**config.mk**
```make
export PLATFORM = sky130hd
export DESIGN_NAME = lsu_addr_gen
export DESIGN_NICKNAME = d
export VERILOG_FILES = /design/src/rtl/lsu_addr_gen.sv
export SDC_FILE = /design/constraint.sdc
export NUM_CORES = 2
export LEC_CHECK = 0
export CAP_MARGIN = 20
export CORE_UTILIZATION = 50
export DETAILED_ROUTE_END_ITERATION = 10
export GPL_TIMING_DRIVEN = 0
export PLACE_DENSITY = 0.71
export SETUP_SLACK_MARGIN = 0.02
export SYNTH_ARGS = -nofsm -noshare
export SYNTH_HDL_FRONTEND = slang
export SYNTH_SLANG_ARGS = --single-unit
```
**constraint.sdc**
```tcl
create_clock -name clk -period 10.2 [get_ports clk]
set_input_delay 1.53 -clock clk [delete_from_list [all_inputs] [get_ports clk]]
set_output_delay 1.53 -clock clk [all_outputs]
set_load 0.005 [all_outputs]
```
**src/rtl/lsu_addr_gen.sv**
```systemverilog
module lsu_addr_gen #(
  parameter int XLEN   = 64,
  parameter int NREGS  = 32,
  parameter int IMM_W  = 13,
  parameter int DISP_W = 30
) (
  input  logic                     clk,
  input  logic                     rst_n,
  input  logic                     wr_en,
  input  logic [$clog2(NREGS)-1:0] wr_idx,
  input  logic [XLEN-1:0]          wr_data,
  input  logic                     req_valid,
  input  logic [1:0]               req_mode,
  input  logic                     req_is_branch,
  input  logic [$clog2(NREGS)-1:0] req_rs1,
  input  logic [$clog2(NREGS)-1:0] req_rs2,
  input  logic [IMM_W-1:0]         req_imm,
  input  logic [DISP_W-1:0]        req_disp,
  input  logic [XLEN-1:0]          req_pc,
  input  logic [1:0]               req_size,
  output logic                     out_valid,
  output logic [XLEN-1:0]          out_addr,
  output logic                     out_misalign,
  output logic                     out_mode_fault
);
  localparam int IDX_W = $clog2(NREGS);
  localparam logic [1:0] M_PCREL = 2'd0;
  localparam logic [1:0] M_RIMM  = 2'd1;
  localparam logic [1:0] M_RREG  = 2'd2;

  logic [XLEN-1:0] rf_q [NREGS];

  always_ff @(posedge clk) begin
    if (!rst_n) begin
      for (int i = 0; i < NREGS; i++) rf_q[i] <= '0;
    end else if (wr_en && wr_idx != '0) begin
      rf_q[wr_idx] <= wr_data;
    end
  end

  logic [XLEN-1:0] src_a, src_b, imm_x, disp_x, sum, mask;
  logic            bad_mode, mis;

  assign src_a  = (req_rs1 == IDX_W'(0)) ? '0 : rf_q[req_rs1];
  assign src_b  = (req_rs2 == IDX_W'(0)) ? '0 : rf_q[req_rs2];
  assign imm_x  = {{(XLEN-IMM_W){req_imm[IMM_W-1]}}, req_imm};
  assign disp_x = {{(XLEN-DISP_W-2){req_disp[DISP_W-1]}}, req_disp, 2'b00};
  assign mask   = (XLEN'(1) << req_size) - XLEN'(1);

  always_comb begin
    sum      = '0;
    bad_mode = 1'b0;
    case (req_mode)
      M_PCREL: begin
        sum      = req_pc + disp_x;
        bad_mode = !req_is_branch;
      end
      M_RIMM:  sum = src_a + imm_x;
      M_RREG:  sum = src_a + src_b;
      default: bad_mode = 1'b1;
    endcase
  end

  assign mis = !req_is_branch && (req_mode == M_RIMM || req_mode == M_RREG) && |(sum & mask);

  always_ff @(posedge clk) begin
    if (!rst_n) begin
      out_valid      <= 1'b0;
      out_addr       <= '0;
      out_misalign   <= 1'b0;
      out_mode_fault <= 1'b0;
    end else begin
      out_valid      <= req_valid;
      out_misalign   <= req_valid && mis;
      out_mode_fault <= req_valid && bad_mode;
      if (req_valid) out_addr <= sum;
    end
  end

  AST_ZERO_REG_KEPT: assert property (@(posedge clk) disable iff (!rst_n)
    (wr_en && wr_idx == '0) |=> (rf_q[0] == '0));
  AST_LATENCY_ONE: assert property (@(posedge clk) disable iff (!rst_n)
    req_valid |=> out_valid);
  AST_IDLE_QUIET: assert property (@(posedge clk) disable iff (!rst_n)
    !out_valid |-> (!out_misalign && !out_mode_fault));
  AST_MEM_PCREL_FAULT: assert property (@(posedge clk) disable iff (!rst_n)
    (req_valid && req_mode == M_PCREL && !req_is_branch) |=> out_mode_fault);
  AST_BYTE_ALIGNED: assert property (@(posedge clk) disable iff (!rst_n)
    (req_valid && req_size == 2'd0) |=> !out_misalign);
  AST_BRANCH_NO_MISALIGN: assert property (@(posedge clk) disable iff (!rst_n)
    (req_valid && req_is_branch) |=> !out_misalign);
  AST_LEGAL_NO_MODE_FAULT: assert property (@(posedge clk) disable iff (!rst_n)
    (req_valid && (req_mode == M_RIMM || req_mode == M_RREG)) |=> !out_mode_fault);
endmodule

```
==> impl_metrics.ini <==
[finish]
mostFrequentLayoutCells = 2048 x edfxtp_1, 1992 x and2_1, 870 x mux4_2
syn_to_final_growth_pct = 16.8
fin_nets = 9632
final_common_cell = edfxtp_1
drive_gt1_frac = 0.201
fin_cells = 12691

[power_and_ir_drop]
p_seq_frac = 0.437
p_int_uw = 16400
ir_worst_vdd_mv = 0.161
p_switching_uw = 7160
clockPowerShare = 0.360
sw_frac_of_total = 0.304
leakage_uw = 0.0487
comb_power_share = 0.203
p_total_uw = 23500
p_per_area_nw_per_um2 = 170

[critical_path]
cp_max_fo = 10
r2r_slack_ns = 2.67
r2r-start = rf_q[14][2]
critPathKind = in2reg
crit_start = req_rs2[1]
worstPathArrival_ns = 11.36
endpoint_kind = flip-flop
start_kind = input pin
cp_data_required_time_ns = 10.98

[synth]
synth_seq_area_share = 0.531
synthAdderAreaFrac = 0.0139
netlist_top_cells_area = edfxtp_1 52%, mux4_2 17%, and2_1 11%
syn_inst = 8485
synth_xor_area_frac = 0.00829
ys_seq_elements = 2115
synth_top_cell_area_share = 0.520
yosys_most_used_dff = edfxtp_1
synth-compound-area-share = 0.0693
synth_edf_count = 2048
synthArstFlopShare = 0
syn_avg_cell_area_um2 = 13.9
synth_top_family_by_area = multiplexers
synth_area_leader_cell = edfxtp_1
synthMuxAreaShare = 0.220
synthesis.area_um2 = 118000
synth-simple-area-share = 0.128
ys_types = 87
ys_warn_count = 0

[clock_network]
insertion_delay_ns = 0.93
cts.sinks = 2115
h-tree-depth = 4
cts_tree = yes
cts_inserted_buffers = 226
postCtsSetupBuffers = 0
clkSlewWorstSetupHoldPaths_ns = 0.06
clockBufferDepth = 3
root_buffer = clkbuf_16

[routing]
drt_iter0_markers = 17445
viasPerCell = 7.28
drc = 2
post_drt_wl_per_cell_um = 47.8
firstDrtPassIters = 9
detail-route-antenna-nets = 0
routed_wl_mm = 606
via_count = 92343

[placed_design]
port_buffers = 256
dpl.hpwl_mm = 464
dp.cells = 12199
gp_congestion = 1.14

[timing]
fin_ws_ns = -0.380
setup_violations = 6
period_share = 1.04
worst_pin_slew_ns = 1.67
hold_viol = 0
relSlewSlack = -0.122
rsz0062_at_grt = no
fmax_ghz = 0.0945
min_period_ns = 10.58
clock_skew_ns = 0.0433
drv_slew = 3

[floorplanning]
core_um2 = 235000
rows = 178
die-height_um = 488
die_x_um = 488
initial_core_util = 0.503
ioPinCount = 262
die_area_um2 = 238000

[global_route]
antenna_found_initial = 66
grt_use_total = 0.505
grt_overflow = 0
grt_pass1_wl_mm = 782
grt_pass1_vias = 87237
grt_start_max_net_pins = 34

[run_status]
violations = DRC, capacitance limit, slew limit, setup timing
status = finished, violations left

[worst_hold_path]
min-delay-start = out_addr[35]
worstHoldPathType = reg2reg

[flow_run]
maxCapViolations = 1
-- kinds of logic (layout without fill, tap and decap cells) --
logic type | Yosys count | in the layout
mux | 1485 | 1485
xor+xnor | 112 | 112
buf+inv | 909 | 1851
other cells | 1 | 115
compound gates | 1177 | 1177
fa+ha+maj | 130 | 130
flops | 2115 | 2115
simple gates | 2556 | 2556
-- metal layers --
layer	part of all wire	vias to the layer above	track usage	wire, um
li1	-	34444	-	-
met5	0.0012	-	0.0167	736
met2	0.41	9244	0.696	247000
met3	0.15	2514	0.218	93500
met1	0.31	46105	0.576	190000
met4	0.12	36	0.499	74800
-- state kept, by name, summed over array words and instances, names as in the netlist --
name            count
out_misalign        1
out_addr           64
out_mode_fault      1
rf_q             2048
out_valid           1
-- Yosys cell counts, types with 62 or more instances --
| cell | instances |
|---|---|
| o22ai_1 | 133 |
| and2_1 | 1992 |
| o21ai_0 | 145 |
| buf_1 | 109 |
| mux4_2 | 870 |
| xnor2_1 | 75 |
| nor2_1 | 183 |
| buf_2 | 62 |
| mux2i_1 | 435 |
| clkbuf_1 | 685 |
| mux2_2 | 180 |
| nand2_1 | 146 |
| edfxtp_1 | 2048 |
| a221oi_1 | 115 |
| a211oi_1 | 67 |
| dfxtp_1 | 67 |
| a21oi_1 | 237 |
| ha_1 | 128 |
| o221ai_1 | 105 |
| a211o_1 | 62 |
-- metrics by stage --
step	utilization	instance area, um2	worst slack (ns)	hold slack [ns]	TNS [ns]
2_1_floorplan	-	119000	2.78	0.449	0
3_3_place_gp	0.532	125000	-5.80	0.437	-9804.42
3_5_place_dp	0.553	130000	-1.70	0.447	-36.26
4_1_cts	0.585	137000	0.0403	0.461	0
5_1_grt	0.587	138000	0.0215	0.480	0
6_report	0.587	138000	-0.380	0.457	-1.04
-- worst paths after layout --
check	end	depth (start not counted)
max	out_addr[61]	22
min	out_addr[35]	2
min reg2reg	out_addr[35]	2
max reg2reg	out_addr[61]	18
-- repair_timing --
item | in CTS | in global routing
setup endpoints to repair | 18 | 17
hold buffers | 0 | 0
resized for setup | 15 | 32
-- worst max-delay path, cell delays in order --
cell and delay, ns:
clkdlybuf4s50_1 0.98, clkbuf_4 0.62, clkbuf_1 0.59, buf_1 0.63, buf_8 0.26, clkbuf_1 0.65, mux4_2 0.43, a221oi_1 0.65
o32ai_2 0.40, ha_1 0.60, a211o_1 0.32, a21oi_1 0.36, a21oi_1 0.20, a211o_1 0.36, a21oi_2 0.40, o21ai_1 0.23
a31oi_1 0.45, o221ai_1 0.33, a21oi_1 0.50, o31ai_1 0.18, xnor2_1 0.46, o221ai_1 0.17
-- final cells by class --
| cell class | count | area (um2) |
|---|---|---|
| Fill cell | 18590 | 97100 |
| Sequential cell | 2115 | 62800 |
| Multi-Input combinational cell | 5524 | 52700 |
| Timing Repair Buffer | 532 | 7450 |
| Clock buffer | 286 | 5940 |
| Tap cell | 3150 | 3940 |
| Buffer | 858 | 3510 |
| Clock inverter | 125 | 1360 |
| Inverter | 50 | 188 |
| Antenna cell | 51 | 128 |
-- power groups by stage --
| stage | clock, uW | combinational (uW) | sequential, uW |
|---|---|---|---|
| global route | 8650 | 4720 | 10300 |
| CTS | 8340 | 4470 | 10300 |
| global placement | 0 | 4230 | 10500 |
| floorplan | 0 | 2230 | 10400 |
| detailed placement | 0 | 4450 | 10400 |
| finish | 8470 | 4770 | 10300 |
Note: power is estimated with default switching activity, not from simulation.
